`src/rtl/fhc_pkg.sv`:
```
package fhc_pkg;
    localparam int RATE_W  = 32;
    localparam int PHASE_W = 16;
    localparam int DELAY_W = 16;
    localparam int HDR_W   = RATE_W + PHASE_W + DELAY_W;

    typedef struct packed {
        logic [RATE_W-1:0]  rate;
        logic [PHASE_W-1:0] phase;
        logic [DELAY_W-1:0] delay;
    } trk_param_t;
endpackage

```
`src/rtl/fhc_hdr_shift.sv`:
```
module fhc_hdr_shift #(
    parameter int HDR_W = 64
) (
    input  logic             clk,
    input  logic             rst_n,
    input  logic             sof_i,
    input  logic             bit_i,
    output logic             busy_o,
    output logic             done_o,
    output logic             abort_o,
    output logic [HDR_W-1:0] word_o
);
    localparam int CNT_W = $clog2(HDR_W + 1);
    localparam logic [CNT_W-1:0] LAST = CNT_W'(HDR_W - 1);

    typedef struct packed {
        logic             act;
        logic [CNT_W-1:0] cnt;
        logic [HDR_W-1:0] sh;
    } shift_st_t;

    shift_st_t s_d, s_q;

    always_comb begin
        s_d     = s_q;
        busy_o  = sof_i | s_q.act;
        abort_o = sof_i & s_q.act;
        done_o  = 1'b0;
        if (sof_i) begin
            // a frame start always restarts capture with the first (top) bit
            s_d.sh  = {{(HDR_W-1){1'b0}}, bit_i};
            s_d.cnt = CNT_W'(1);
            s_d.act = 1'b1;
        end else if (s_q.act) begin
            s_d.sh  = {s_q.sh[HDR_W-2:0], bit_i};
            s_d.cnt = s_q.cnt + CNT_W'(1);
            if (s_q.cnt == LAST) begin
                done_o  = 1'b1;
                s_d.act = 1'b0;
            end
        end
        word_o = s_d.sh;
    end

    always_ff @(posedge clk or negedge rst_n) begin
        if (!rst_n) s_q <= '0;
        else        s_q <= s_d;
    end
endmodule

```
`src/rtl/fhc_param_bank.sv`:
```
module fhc_param_bank import fhc_pkg::*; (
    input  logic             clk,
    input  logic             rst_n,
    input  logic             sof_i,
    input  logic             done_i,
    input  logic             abort_i,
    input  logic [HDR_W-1:0] word_i,
    output trk_param_t       act_o,
    output logic             upd_o,
    output logic             err_o
);
    typedef struct packed {
        trk_param_t pend;
        logic       pend_vld;
        trk_param_t act;
        logic       upd;
        logic       err;
    } bank_st_t;

    bank_st_t b_d, b_q;

    always_comb begin
        b_d     = b_q;
        b_d.upd = 1'b0;
        b_d.err = 1'b0;
        if (done_i) begin
            b_d.pend     = trk_param_t'(word_i);
            b_d.pend_vld = 1'b1;
        end
        if (sof_i) begin
            if (b_q.pend_vld) begin
                b_d.act = b_q.pend;
                b_d.upd = 1'b1;
            end
            b_d.pend_vld = 1'b0;
            b_d.err      = abort_i;
        end
    end

    always_ff @(posedge clk or negedge rst_n) begin
        if (!rst_n) b_q <= '0;
        else        b_q <= b_d;
    end

    assign act_o = b_q.act;
    assign upd_o = b_q.upd;
    assign err_o = b_q.err;
endmodule

```
`src/rtl/fhc_payload_gate.sv`:
```
module fhc_payload_gate (
    input  logic clk,
    input  logic rst_n,
    input  logic hdr_i,
    input  logic sgn_i,
    input  logic mag_i,
    input  logic vld_i,
    output logic sgn_o,
    output logic mag_o,
    output logic vld_o
);
    typedef struct packed {
        logic sgn;
        logic mag;
        logic vld;
    } smp_t;

    smp_t p_d, p_q;

    always_comb begin
        p_d = '{sgn: sgn_i, mag: mag_i, vld: vld_i};
        if (hdr_i) p_d = '0;
    end

    always_ff @(posedge clk or negedge rst_n) begin
        if (!rst_n) p_q <= '0;
        else        p_q <= p_d;
    end

    assign sgn_o = p_q.sgn;
    assign mag_o = p_q.mag;
    assign vld_o = p_q.vld;
endmodule

```
`src/rtl/frame_hdr_capture.sv`:
```
module frame_hdr_capture import fhc_pkg::*; (
    input  logic               clk,
    input  logic               rst_n,
    input  logic               bocf_i,
    input  logic               sgn_i,
    input  logic               mag_i,
    input  logic               vld_i,
    output logic               sgn_o,
    output logic               mag_o,
    output logic               vld_o,
    output logic [RATE_W-1:0]  rate_o,
    output logic [PHASE_W-1:0] phase_o,
    output logic [DELAY_W-1:0] delay_o,
    output logic               upd_o,
    output logic               err_o
);
    logic             hdr_busy, hdr_done, hdr_abort;
    logic [HDR_W-1:0] hdr_word;
    trk_param_t       act;

    fhc_hdr_shift #(.HDR_W(HDR_W)) u_shift (
        .clk     (clk),
        .rst_n   (rst_n),
        .sof_i   (bocf_i),
        .bit_i   (sgn_i),
        .busy_o  (hdr_busy),
        .done_o  (hdr_done),
        .abort_o (hdr_abort),
        .word_o  (hdr_word)
    );

    fhc_param_bank u_bank (
        .clk     (clk),
        .rst_n   (rst_n),
        .sof_i   (bocf_i),
        .done_i  (hdr_done),
        .abort_i (hdr_abort),
        .word_i  (hdr_word),
        .act_o   (act),
        .upd_o   (upd_o),
        .err_o   (err_o)
    );

    fhc_payload_gate u_gate (
        .clk   (clk),
        .rst_n (rst_n),
        .hdr_i (hdr_busy),
        .sgn_i (sgn_i),
        .mag_i (mag_i),
        .vld_i (vld_i),
        .sgn_o (sgn_o),
        .mag_o (mag_o),
        .vld_o (vld_o)
    );

    assign rate_o  = act.rate;
    assign phase_o = act.phase;
    assign delay_o = act.delay;
endmodule

```
`config.mk`:
```
export PLATFORM = sky130hd
export DESIGN_NAME = frame_hdr_capture
export DESIGN_NICKNAME = d
export VERILOG_FILES = /design/src/rtl/fhc_pkg.sv /design/src/rtl/fhc_hdr_shift.sv /design/src/rtl/fhc_param_bank.sv /design/src/rtl/fhc_payload_gate.sv /design/src/rtl/frame_hdr_capture.sv
export SDC_FILE = /design/constraint.sdc
export NUM_CORES = 1
export LEC_CHECK = 0
export BUFFER_PORTS_ARGS = -buffer_cell sky130_fd_sc_hd__clkbuf_2
export CORE_MARGIN = 10
export CORE_UTILIZATION = 25
export DETAILED_ROUTE_END_ITERATION = 8
export SLEW_MARGIN = 20
export SYNTH_ARGS = -nofsm -noshare
export SYNTH_HDL_FRONTEND = slang
export SYNTH_SLANG_ARGS = --single-unit
```
`constraint.sdc`:
```
create_clock -name clk -period 1.9 [get_ports clk]
set_clock_uncertainty 0.15 [all_clocks]
set_input_delay 0.095 -clock clk [delete_from_list [all_inputs] [get_ports clk]]
set_output_delay 0.095 -clock clk [all_outputs]
set_load 0.05 [all_outputs]
```
# Word level (Yosys, flattened, before mapping)
# Index checks and enable logic that the tools add are counted.
# word_totals
regBits	206
mem_count	0
word_cells	32
latchBits	0
mem_bits_ro	0
in_bits	6
out_inout_bits	69
ram_bits	0
# classes
order_cmp	0
n_eq_ne	1
shift	0
muxes	10
n_mul	0
n_reduce_logical	3
bitwise	2
div	0
n_addsub	1
# ops
op	count
$mux 72	2
$mux 67	1
$mux 65	1
$add 7x1->7 const B	1
$eq 7x6->1 const B	1
$mux 1	5
$reduce_bool 2->1	2
$mux 3	1
$reduce_and 2->1	1
$and 1x1->1	1
$or 1x1->1	1

# Logic depth before layout (Yosys ltp)
# Gate-level depths: netlist (run 1).
# logic_depth
depth_word	6
depth_mapped	5
mapped_depth_nobuf	4

# Cells and area by module
# From an unflattened synthesis (run 1), not the netlist that was laid out.
# unflattened
cells_unflattened	656
hier_area_um2	9061.2
# by_module_without_submodules
mod	cells_each	area_per_inst_um2	n_inst	seq_area_each_um2
fhc_param_bank	342	5525.3	1	3278.1
fhc_hdr_shift	308	3442.1	1	1801.7
fhc_payload_gate	6	93.8	1	75.1

# Worst setup path before layout (run 1)
# OpenSTA, ideal clock, no wires.
# synth_path
kind	reg-to-reg
from	reg u_shift.s_q[64] in the netlist's numbering
to	reg u_bank.b_q[100] in the netlist's numbering
setup_time_ns	0.125
path_buffers	1
synth_period_minus_slack_ns	2.045
t_arrival_ns	1.770
slack_ns	-0.145
t_required_ns	1.625
stages_incl_launch_ff	6
cell_sequence	dfrtp_1 ha_1 nand4_2 nor4_4 buf_6 mux2_2
# synth_via
elab_chain_len	4
# synth_rtl
item	line_no	rtl
start, declared	fhc_hdr_shift.sv:22	shift_st_t s_d, s_q;
start signal, assigned	fhc_hdr_shift.sv:46	if (!rst_n) s_q <= '0;
start signal, assigned	fhc_hdr_shift.sv:47	else s_q <= s_d;
$eq 7x6->1	fhc_hdr_shift.sv:37	if (s_q.cnt == LAST) begin
$mux 1	fhc_hdr_shift.sv:37	
$mux 1	fhc_hdr_shift.sv:34	end else if (s_q.act) begin
$mux 1	fhc_hdr_shift.sv:29	if (sof_i) begin
end signal, assigned	fhc_param_bank.sv:41	if (!rst_n) b_q <= '0;
end signal, assigned	fhc_param_bank.sv:42	else b_q <= b_d;
end, declared	fhc_param_bank.sv:20	bank_st_t b_d, b_q;
# Every way passes these cells.
# A chain may end at the register's enable or synchronous reset.

# Worst setup path in the final report (run 1)
# layout_path
from	reg u_shift.s_q[64] in the netlist's numbering
to	reg u_bank.b_q[105] in the netlist's numbering
# Same word-level chain as after synthesis.

==> reports/results.ini, run 1 <==
[synth]
synth_top_area_cell = dfrtp_1
syn-num-nets = 596
synth_area_leaders = dfrtp_1 62%, mux2_2 17%, mux2i_1 7.7%
postSynthCellCount = 589
yosysSeqAreaShare_pct = 61.7
avgSynthCellArea_um2 = 14.2
ys_ff_latch = 206
synth_area_um2 = 8350
yosysWarnings = 0
synthDistinctLibCells = 25
synth_top_cell_area_share_pct = 61.7

[timing]
fin_hold_ws_ns = 0.0577
worst_pin_slew_ns = 0.359
fmax_mhz = 545
rsz0062_at_grt = false
setup_viol = 0
finalMaxSlewViolations = 0
fin_crit_ns = 1.83
setup_ws_ns = 0.0664
setup_tns_ns = 0
finalCritPeriodShare_pct = 96.5
finalHoldViolCount = 0
relSlewSlack_pct = 76.1

[die]
die_h_um = 203
start_util_pct = 25.5
core-area_um2 = 32800
ioPinCount = 75
rows = 66
die_w_um = 203
dieArea_um2 = 41100

[grt]
grt_pass1_vias = 4641
grt_start_max_net_pins = 55
grt_pass1_wl_um = 26000
grt_usage_pct = 7.75
antenna_found_initial = 0
grt_overflow = 0

[finish]
fillCellCount = 3279
final_area_um2 = 9970
diodes = 0
fin_util_pct = 30.4
final_nets = 638
fin_cells = 1090
drive_gt1_share_pct = 42.7
area_growth_syn_to_layout_pct = 19.3

[pwr]
power_mw = 10.4
p_per_area_nw_per_um2 = 1040
p_leak_nw = 5.23
pwr-share-seq_pct = 44.8
p_int_mw = 7.86
netSwitchingPower_mw = 2.50
power_frac_comb_pct = 7.1
pwr-share-clk_pct = 48.1
peakVddDrop_v = 0.000506
swShare_pct = 24.2

[placement]
pre_cts_slack_ns = 0.00680
portBuffers = 74
placed_area_um2 = 8980
gp_congestion = 0.670
post-place-cells = 1040
dp_hpwl_um = 10300

[run_status]
status = finished, final reports clean

[cts]
cts_max_level = 1
cts_tree = built
clk_pin_slew_worst_paths_ns = 0.06
clock-sinks = 206
cts_buffer_depth = 3
post_cts_buffers = 0
clock_latency_ns = 0.52
cts_inserted_buffers = 24
cts_root_buf = clkbuf_16

[route]
via_per_inst = 3.98
drt_iter0_drc = 109
wirelength_um = 16200
vias = 4335
antenna_left = 0
detail_route.wl_per_cell_um = 14.9
drt_pre_antenna_iters = 4
route.detailed.drc = 0

[critical_path]
reg2reg_setup_slack_ns = 0.07
r2r_cells = 6
crit_path_end_kind = flip-flop
crit_chain = ha_4, nand4_4, nor4_4, buf_6, buf_8, mux2_2
crit_arrival_ns = 2.07
r2r-end = u_bank.b_q[105]
startpoint_type = flip-flop
critPathKind = flip-flop to flip-flop
cpMaxStageDelayCell = dfrtp_1
max_stage_delay_ns = 0.39
r2r_start = u_shift.s_q[64]
crit_fanout = 14
cp_data_required_time_ns = 2.14

[job]
drv_cap = 0

[min_path]
hp-class = primary input to asynchronous set/reset pin

## worst max-delay path: cells and delay by family, from the launching register on
family        cells  cell delay, ns
mux               1            0.35
flops             1            0.39
fa+ha+maj         1            0.17
buf+inv           2            0.35
simple gates      2            0.29
## sequential cells by signal, summed over array words and instances (netlist names)
signal,cells
u_shift.s_q,72
u_bank.b_q,65
u_bank.act_o,64
u_bank.err_o,1
u_bank.upd_o,1
u_gate.mag_o,1
u_gate.sgn_o,1
u_gate.vld_o,1
## cell usage in the layout, fill, tap and decap left out, types with 3 or more instances in the layout
cell,n
xor2_1,3
bufinv_16,4
dlygate4sd3_1,5
dfrtp_1,205
mux2i_1,64
clkbuf_8,3
mux2_1,3
inv_6,4
and2_1,4
nand2_1,3
mux2_2,126
clkinv_2,3
clkbuf_16,26
a21oi_1,3
buf_12,10
buf_4,18
nor2_1,68
clkbuf_2,72
clkinv_4,3
## synth_stat cells
library cell / number
dfrtp_1: 206
mux2_2: 126
nor2_1: 68
buf_4: 64
mux2i_1: 64
buf_2: 12
clkbuf_1: 10
buf_6: 6
and2_1: 4
nand2_1: 4
a21oi_1: 3
mux2_1: 3
xor2_1: 3
inv_1: 2
nand2b_1: 2
o21ai_0: 2
or3_1: 2
buf_1: 1
ha_1: 1
nand3_1: 1
nand4_1: 1
nand4_2: 1
nor4_4: 1
o31ai_1: 1
xnor2_1: 1
## timing repair
action | CTS | global route
endpoints found under the setup margin | 13 | 44
gates resized for setup | 1 | 3
hold buffers | 6 | 0
endpoints found under the hold margin | 239 | 0
gates cloned | 0 | 1
## layer usage
layer | wire [um] | global-route usage, % | part of all wire (%)
met1 | 7340 | 9.81 | 45
met2 | 7690 | 12.6 | 47
met3 | 856 | 2.21 | 5.3
met4 | 347 | 2.40 | 2.1
met5 | 0 | 0 | 0
## worst max-delay path by stage
stage          slack, ns            start              end  cells after the start
2_1_floorplan      -0.12  u_shift.s_q[64]  u_bank.b_q[100]                      5
3_3_place_gp        0.04  u_shift.s_q[64]  u_bank.b_q[105]                      6
3_5_place_dp       0.007  u_shift.s_q[65]  u_bank.b_q[105]                      6
4_1_cts            0.007  u_shift.s_q[65]  u_bank.b_q[110]                      6
5_1_grt            0.007  u_shift.s_q[64]   u_bank.b_q[78]                      6
6_report            0.07  u_shift.s_q[64]  u_bank.b_q[105]                      6
## cells by family after synthesis
logic type | synth area share (%)
and+or+nand+nor | 4.37
AOI/OAI and AO/OA | 0.390
adders and majority gates | 0.150
xor gates and xnor gates | 0.420
muxes | 25.1
DFF | 61.7
buffers and inverters | 7.87
## area by class of cell
| class | instances | area, um^2 | share of cell area (%) |
|---|---|---|---|
| multi-input combinational | 288 | 2570 | 25.8 |
| clock inverter | 14 | 196 | 1.97 |
| timing repair buffer | 109 | 812 | 8.15 |
| inverter | 2 | 7.51 | 0.0753 |
| clock buffer | 29 | 671 | 6.73 |
| sequential | 206 | 5160 | 51.8 |
| tap | 442 | 553 | 5.55 |
## power by group through the flow
stage	clock network, mW	registers [mW]	logic [mW]
2_1_floorplan	0	4.70	0.596
3_3_place_gp	0	4.72	0.728
3_5_place_dp	0	4.73	0.735
4_1_cts	5.16	4.65	0.752
5_1_grt	5.35	4.67	0.791
6_report	4.98	4.65	0.731
Power figures use the tool's default switching activity.
==> run 2, diff against run 1 <==
- ABC_AREA: unset -> 1
- PLACE_DENSITY: unset -> 0.43
==> reports/results.ini, run 2 <==
[route]
route.detailed.drc = 0  ; unchanged
detail_route.wl_per_cell_um = 13.3  ; was 14.9 um
drt_iter0_drc = 349  ; was 109
via_per_inst = 3.99  ; was 3.98
wirelength_um = 18800  ; was 16,200 um
drt_pre_antenna_iters = 4  ; unchanged
vias = 5671  ; was 4,335
antenna_left = 0  ; unchanged

[critical_path]
reg2reg_setup_slack_ns = 0.22  ; was 0.07 ns
r2r_cells = 6  ; unchanged
startpoint_type = flip-flop  ; unchanged
crit_arrival_ns = 1.98  ; was 2.07 ns
setup.worst_path.end = u_bank.b_q[100]  ; was u_bank.b_q[105]
crit_fanout = 26  ; was 14
r2r-end = u_bank.b_q[100]  ; was u_bank.b_q[105]
crit_path_end_kind = flip-flop  ; unchanged
critPathTopFamily = simple AND/OR/NAND/NOR gates  ; was flip-flops
cpMaxStageDelayCell = dfrtp_1  ; unchanged
r2r_start = u_shift.s_q[64]  ; unchanged
cp_common_cell = nand3_1
path_depth = 6  ; unchanged
cp_data_required_time_ns = 2.20  ; was 2.14 ns
max_stage_delay_ns = 0.36  ; was 0.39 ns
crit_chain = ha_1, nand3_1, nor2_4, buf_4, nand3_1, nand2_1  ; was ha_4, nand4_4, nor4_4, buf_6, buf_8, mux2_2
critPathKind = flip-flop to flip-flop  ; unchanged
cp-startpoint = u_shift.s_q[64]  ; unchanged
critPathBufInv = 1  ; was 2

[synth]
yosysWarnings = 0  ; unchanged
synthDistinctLibCells = 18  ; was 25
synth_commonest_cells = 524 x nand2_1, 206 x dfrtp_1, 71 x buf_4, 68 x nand3_1, 25 x buf_2  ; was 206 x dfrtp_1, 126 x mux2_2, 68 x nor2_1, 64 x buf_4, 64 x mux2i_1
yosysSeqAreaShare_pct = 61.5  ; was 61.7%
postSynthCellCount = 949  ; was 589
synth_compound_area_share_pct = 0.642  ; was 0.390%
synthFlopType = dfrtp_1  ; unchanged
synth-adder-area-share_pct = 0.149  ; was 0.150%
synth_mux_area_share_pct = 0  ; was 25.1%
synthArstFlopShare_pct = 100  ; unchanged
syn-num-nets = 956  ; was 596
avgSynthCellArea_um2 = 8.83  ; was 14.2 um^2
synthXorXnorAreaFrac_pct = 0  ; was 0.420%
synth_top_cell_area_share_pct = 61.5  ; was 61.7%
synth_top_area_cell = dfrtp_1  ; unchanged
synth-simple-area-share_pct = 28.3  ; was 4.38%
synth_edf_count = 0  ; unchanged
synth_area_um2 = 8380  ; was 8350 um^2
synth_area_leaders = dfrtp_1 62%, nand2_1 23%, buf_4 6.4%  ; was dfrtp_1 62%, mux2_2 17%, mux2i_1 7.7%
ys_ff_latch = 206  ; unchanged
synth_top_family_by_area = simple AND/OR/NAND/NOR gates  ; was multiplexers
synth.most_common_cell = nand2_1  ; was dfrtp_1

[die]
ioPinCount = 75  ; unchanged
dieArea_um2 = 41200  ; was 41,100 um^2
die_w_um = 203  ; about the same
start_util_pct = 25.6  ; was 25.5%
core-area_um2 = 32800  ; unchanged
die_h_um = 203  ; about the same
rows = 66  ; unchanged

[grt]
grt_overflow = 0  ; unchanged
grt_pass1_wl_um = 32100  ; was 26,000 um
grt_pass1_vias = 5952  ; was 4,641
grt_start_max_net_pins = 65  ; was 55
antenna_found_initial = 0  ; unchanged
grt_usage_pct = 9.32  ; was 7.75%

[finish]
final_nets = 969  ; was 638
drive_gt1_share_pct = 14.2  ; was 42.7%
area_growth_syn_to_layout_pct = 15.8  ; was 19.3%
final_cell_mix = 522 x nand2_1, 206 x dfrtp_1, 73 x clkbuf_2  ; was 205 x dfrtp_1, 126 x mux2_2, 72 x clkbuf_2
layout_commonest_cell = nand2_1  ; was dfrtp_1
fillCellCount = 3567  ; was 3,279
fin_util_pct = 29.6  ; was 30.4%
top_register = u_shift.s_q  ; unchanged
largest_register_ffs = 72  ; unchanged
diodes = 0  ; unchanged

[timing]
fin_crit_ns = 1.68  ; was 1.83 ns
rsz0062_at_grt = false  ; unchanged
fmax_mhz = 595  ; was 545 MHz
setup_viol = 0  ; unchanged
fin_hold_ws_ns = -0.00598  ; was 0.0577 ns
finalMaxSlewViolations = 0  ; unchanged
finalCritPeriodShare_pct = 88.4  ; was 96.5%
worst_pin_slew_ns = 0.558  ; was 0.359 ns
setup_tns_ns = 0  ; unchanged
finalHoldViolCount = 1  ; was 0
relSlewSlack_pct = 62.8  ; was 76.1%

[cts]
cts_root_buf = clkbuf_16  ; unchanged
cts_resized = 0  ; was 1
cts_tree = built  ; unchanged
clock-sinks = 206  ; unchanged
cts_buffer_depth = 3  ; unchanged
clk_pin_slew_worst_paths_ns = 0.06  ; about the same
cts_max_level = 1  ; unchanged
cts_inserted_buffers = 24  ; unchanged
clock_latency_ns = 0.51  ; was 0.52 ns

[pwr]
pwr-share-seq_pct = 48.9  ; was 44.8%
swShare_pct = 21.4  ; was 24.2%
p_per_area_nw_per_um2 = 931  ; was 1040 nW/um^2
p_leak_nw = 5.47  ; was 5.23 nW
power_mw = 9.03  ; was 10.4 mW
pwr-share-clk_pct = 48.7  ; was 48.1%
peakVddDrop_v = 0.000611  ; was 0.000506 V
p_int_mw = 7.09  ; was 7.86 mW
netSwitchingPower_mw = 1.93  ; was 2.50 mW
power_frac_comb_pct = 2.4  ; was 7.1%

[run_status]
status = finished, violations left  ; was finished, final reports clean
violations = hold timing

[placement]
gp_congestion = 0.683  ; was 0.670
portBuffers = 74  ; unchanged
dp_hpwl_um = 11500  ; was 10,300 um

[job]
drv_cap = 0  ; unchanged

[min_path]
hp-class = primary input to asynchronous set/reset pin  ; unchanged

-- run 2: layout make-up --
type / instances / area, um^2 / area share, %
clock buffers: 38 / 734 / 7.57
multi-input cells: 615 / 2460 / 25.3
inverters: 14 / 52.6 / 0.542
repair buffers: 101 / 721 / 7.43
flip-flops and latches: 206 / 5150 / 53.2
clock inverters: 4 / 25.0 / 0.258
well taps: 442 / 553 / 5.70
-- run 2: kinds of logic (layout without fill, tap and decap cells) --
| family | Yosys count | count (layout) |
|---|---|---|
| fa+ha+maj | 1 | 1 |
| compound gates | 10 | 10 |
| buf+inv | 128 | 157 |
| simple gates | 604 | 604 |
| flops | 206 | 206 |
-- run 2: worst reg2reg max path: stages (launching register included) --
cell and delay (ns):
dfrtp_1 0.36, ha_1 0.19, nand3_1 0.17, nor2_4 0.21, buf_4 0.32, nand3_1 0.14, nand2_1 0.08
-- run 2: how the worst min path moves through the flow --
stage | startpoint | slack [ns] | end
floorplan | rst_n | -0.35 | u_bank.act_o[0]
global placement | rst_n | -0.06 | u_bank.act_o[9]
detailed placement | rst_n | -0.05 | u_bank.act_o[9]
CTS | rst_n | 0.02 | u_bank.act_o[9]
global route | rst_n | 0.02 | u_bank.act_o[9]
finish | rst_n | -0.006 | u_bank.act_o[9]
-- run 2: timing repair --
| item | CTS | global route |
|---|---|---|
| hold buffers | 5 | 0 |
| endpoints found under the hold margin | 217 | 0 |
| buffers inserted | 0 | 0 |
-- run 2: metrics by stage --
stage	area (um^2)	std cells	hold slack, ns	worst slack, ns
2_1_floorplan	8380	949	-0.351	0.335
3_3_place_gp	8890	1373	-0.0560	0.258
3_5_place_dp	8890	1373	-0.0496	0.208
4_1_cts	9700	1420	0.0165	0.205
5_1_grt	9700	1420	0.0218	0.0504
6_report	9700	1420	-0.00598	0.221
-- run 2: power by group through the flow --
stage               Combinational [mW]  Clock, mW  Sequential, mW
floorplan                       0.0665          0            4.49
global placement                 0.223          0            4.49
detailed placement               0.223          0            4.49
CTS                              0.232       4.60            4.41
global route                     0.254       4.77            4.41
finish                           0.220       4.40            4.41
-- run 2: per-layer routing --
layer	part of all wire [%]	vias to the layer above	global-route usage, %
met4	2.6	0	2.58
li1	-	2880	-
met2	47	82	15.5
met3	4.5	31	2.17
met5	0	-	0
met1	46	2678	11.8
==> run 3, diff against run 2 <==
- REMOVE_ABC_BUFFERS: unset -> 1
==> reports/results.ini, run 3 (synthesis gave the netlist of run 2 again) <==
[cts]
cts_inserted_buffers = 24  ; unchanged
clock-sinks = 206  ; unchanged
clk_pin_slew_worst_paths_ns = 0.06  ; about the same
cts_buffer_depth = 3  ; unchanged
clock_latency_ns = 0.51  ; about the same
cts_tree = built  ; unchanged
cts_resized = 0  ; unchanged
cts_max_level = 1  ; unchanged
cts_root_buf = clkbuf_16  ; unchanged

[timing]
finalMaxSlewViolations = 0  ; unchanged
setup_ws_ns = 0.232  ; was 0.221 ns
finalCritPeriodShare_pct = 87.8  ; was 88.4%
fin_crit_ns = 1.67  ; was 1.68 ns
worst_pin_slew_ns = 0.452  ; was 0.558 ns
relSlewSlack_pct = 69.9  ; was 62.8%
fin_hold_ws_ns = 0.201  ; was -0.00598 ns
rsz0062_at_grt = false  ; unchanged
finalHoldViolCount = 0  ; was 1
setup_viol = 0  ; unchanged
fmax_mhz = 599  ; was 595 MHz

[placement]
dp_hpwl_um = 11800  ; was 11,500 um
portBuffers = 74  ; unchanged
pre_cts_slack_ns = 0.213  ; was 0.208 ns
placed_area_um2 = 8840  ; was 8890 um^2
post-place-cells = 1371  ; was 1,373
gp_congestion = 0.709  ; was 0.683

[pwr]
p_leak_nw = 5.48  ; was 5.47 nW
p_per_area_nw_per_um2 = 972  ; was 931 nW/um^2
peakVddDrop_v = 0.000698  ; was 0.000611 V

[finish]
fin_util_pct = 29.7  ; was 29.6%
fin_cells = 1419  ; was 1,420
layout_commonest_cell = nand2_1  ; unchanged
fillCellCount = 3500  ; was 3,567
drive_gt1_share_pct = 14.3  ; was 14.2%
area_growth_syn_to_layout_pct = 16.3  ; was 15.8%
final_nets = 968  ; was 969
largest_register_ffs = 72  ; unchanged
final_cell_mix = 522 x nand2_1, 206 x dfrtp_1, 73 x clkbuf_2  ; unchanged
final_area_um2 = 9740  ; was 9700 um^2
diodes = 0  ; unchanged
top_register = u_shift.s_q  ; unchanged

[route]
drt_iter0_drc = 312  ; was 349
wirelength_um = 18700  ; was 18,800 um
detail_route.wl_per_cell_um = 13.2  ; was 13.3 um
vias = 5673  ; was 5,671
antenna_left = 0  ; unchanged
drt_pre_antenna_iters = 4  ; unchanged
route.detailed.drc = 0  ; unchanged
via_per_inst = 4.00  ; was 3.99

[grt]
grt_start_max_net_pins = 56  ; was 65
grt_overflow = 0  ; unchanged
grt_pass1_wl_um = 31800  ; was 32,100 um
antenna_found_initial = 0  ; unchanged
grt_pass1_vias = 5886  ; was 5,952
grt_usage_pct = 9.20  ; was 9.32%

[critical_path]
critPathTopFamily = simple AND/OR/NAND/NOR gates  ; unchanged
crit_fanout = 24  ; was 26
cp_common_cell = nand3_1  ; unchanged
critPathKind = flip-flop to flip-flop  ; unchanged
crit_chain = ha_1, nand3_1, nor2_4, buf_4, nand3_1, nand2_1  ; unchanged
r2r_cells = 6  ; unchanged
cp_data_required_time_ns = 2.18  ; was 2.20 ns
path_depth = 6  ; unchanged
critPathBufInv = 1  ; unchanged
crit_arrival_ns = 1.95  ; was 1.98 ns
crit_path_end_kind = flip-flop  ; unchanged
cpMaxStageDelayCell = dfrtp_1  ; unchanged
max_stage_delay_ns = 0.37  ; was 0.36 ns
startpoint_type = flip-flop  ; unchanged

[min_path]
holdPathStages = 4
hp-class = primary input to flip-flop  ; was primary input to asynchronous set/reset pin

[die]
rows = 66  ; unchanged
ioPinCount = 75  ; unchanged
die_w_um = 203  ; unchanged
start_util_pct = 25.6  ; unchanged
core-area_um2 = 32800  ; unchanged
die_h_um = 203  ; unchanged
dieArea_um2 = 41200  ; unchanged

[job]
drv_cap = 0  ; unchanged

[run_status]
status = finished, final reports clean  ; was finished, violations left

-- run 3: cell count changes in the layout (fill, tap and decap cells not counted), moves of 2 or more --
cell       delta
buf_12        -2
clkbuf_1      -3
clkbuf_8      -4
bufinv_16     +4
-- run 3: final timing paths --
path / from / endpoint / slack [ns]
min in group asynchronous: rst_n / u_bank.act_o[50] / 0.50
max in group asynchronous: rst_n / u_bank.b_q[84] / 0.35
hold reg to reg: u_bank.b_q[113] / u_bank.act_o[46] / 0.31
setup reg to reg: u_shift.s_q[64] / u_bank.b_q[69] / 0.23
setup / recovery: u_shift.s_q[64] / u_bank.b_q[69] / 0.23
hold / removal: vld_i / u_gate.vld_o / 0.20
-- run 3: cell type report --
type / instances / area (um^2) / share of cell area (%)
Inverter: 14 / 52.6 / 0.539
Sequential cell: 206 / 5150 / 52.9
Timing Repair Buffer: 100 / 691 / 7.09
Tap cell: 442 / 553 / 5.68
Multi-Input combinational cell: 615 / 2450 / 25.2
Clock inverter: 11 / 170 / 1.75
Clock buffer: 31 / 668 / 6.86
-- run 3: per-stage QoR --
step                      power (mW)  setup TNS, ns
final                           9.46              0
after global routing            9.86              0
after CTS                       9.66              0
after detailed placement        4.70              0
after global placement          4.70              0
after floorplan                 4.54        -222.66
-- run 3: worst reg2reg max path: stages, from the launching register on --
cell and delay, ns:
dfrtp_1 0.37, ha_1 0.19, nand3_1 0.16, nor2_4 0.21
buf_4 0.32, nand3_1 0.13, nand2_1 0.09
-- run 3: layer usage --
| layer | up-vias | track usage [%] | wire [um] |
|---|---|---|---|
| li1 | 2886 | - | - |
| met1 | 2681 | 12.6 | 9210 |
| met2 | 83 | 14.2 | 8200 |
| met3 | 23 | 2.34 | 923 |
| met4 | 0 | 2.18 | 339 |
| met5 | - | 0 | 0 |
-- run 3: power by group --
group / internal [mW] / switching (mW) / leakage, nW
logic: 0.0503 / 0.158 / 2.21
registers: 4.40 / 0.00873 / 2.86
clock network: 3.03 / 1.82 / 0.401
total: 7.48 / 1.99 / 5.48
-- run 3: repair_timing --
item                      4_1_cts  5_1_grt
hold endpoints to repair      220        0
setup buffers                   0        0
hold buffers                    6        0
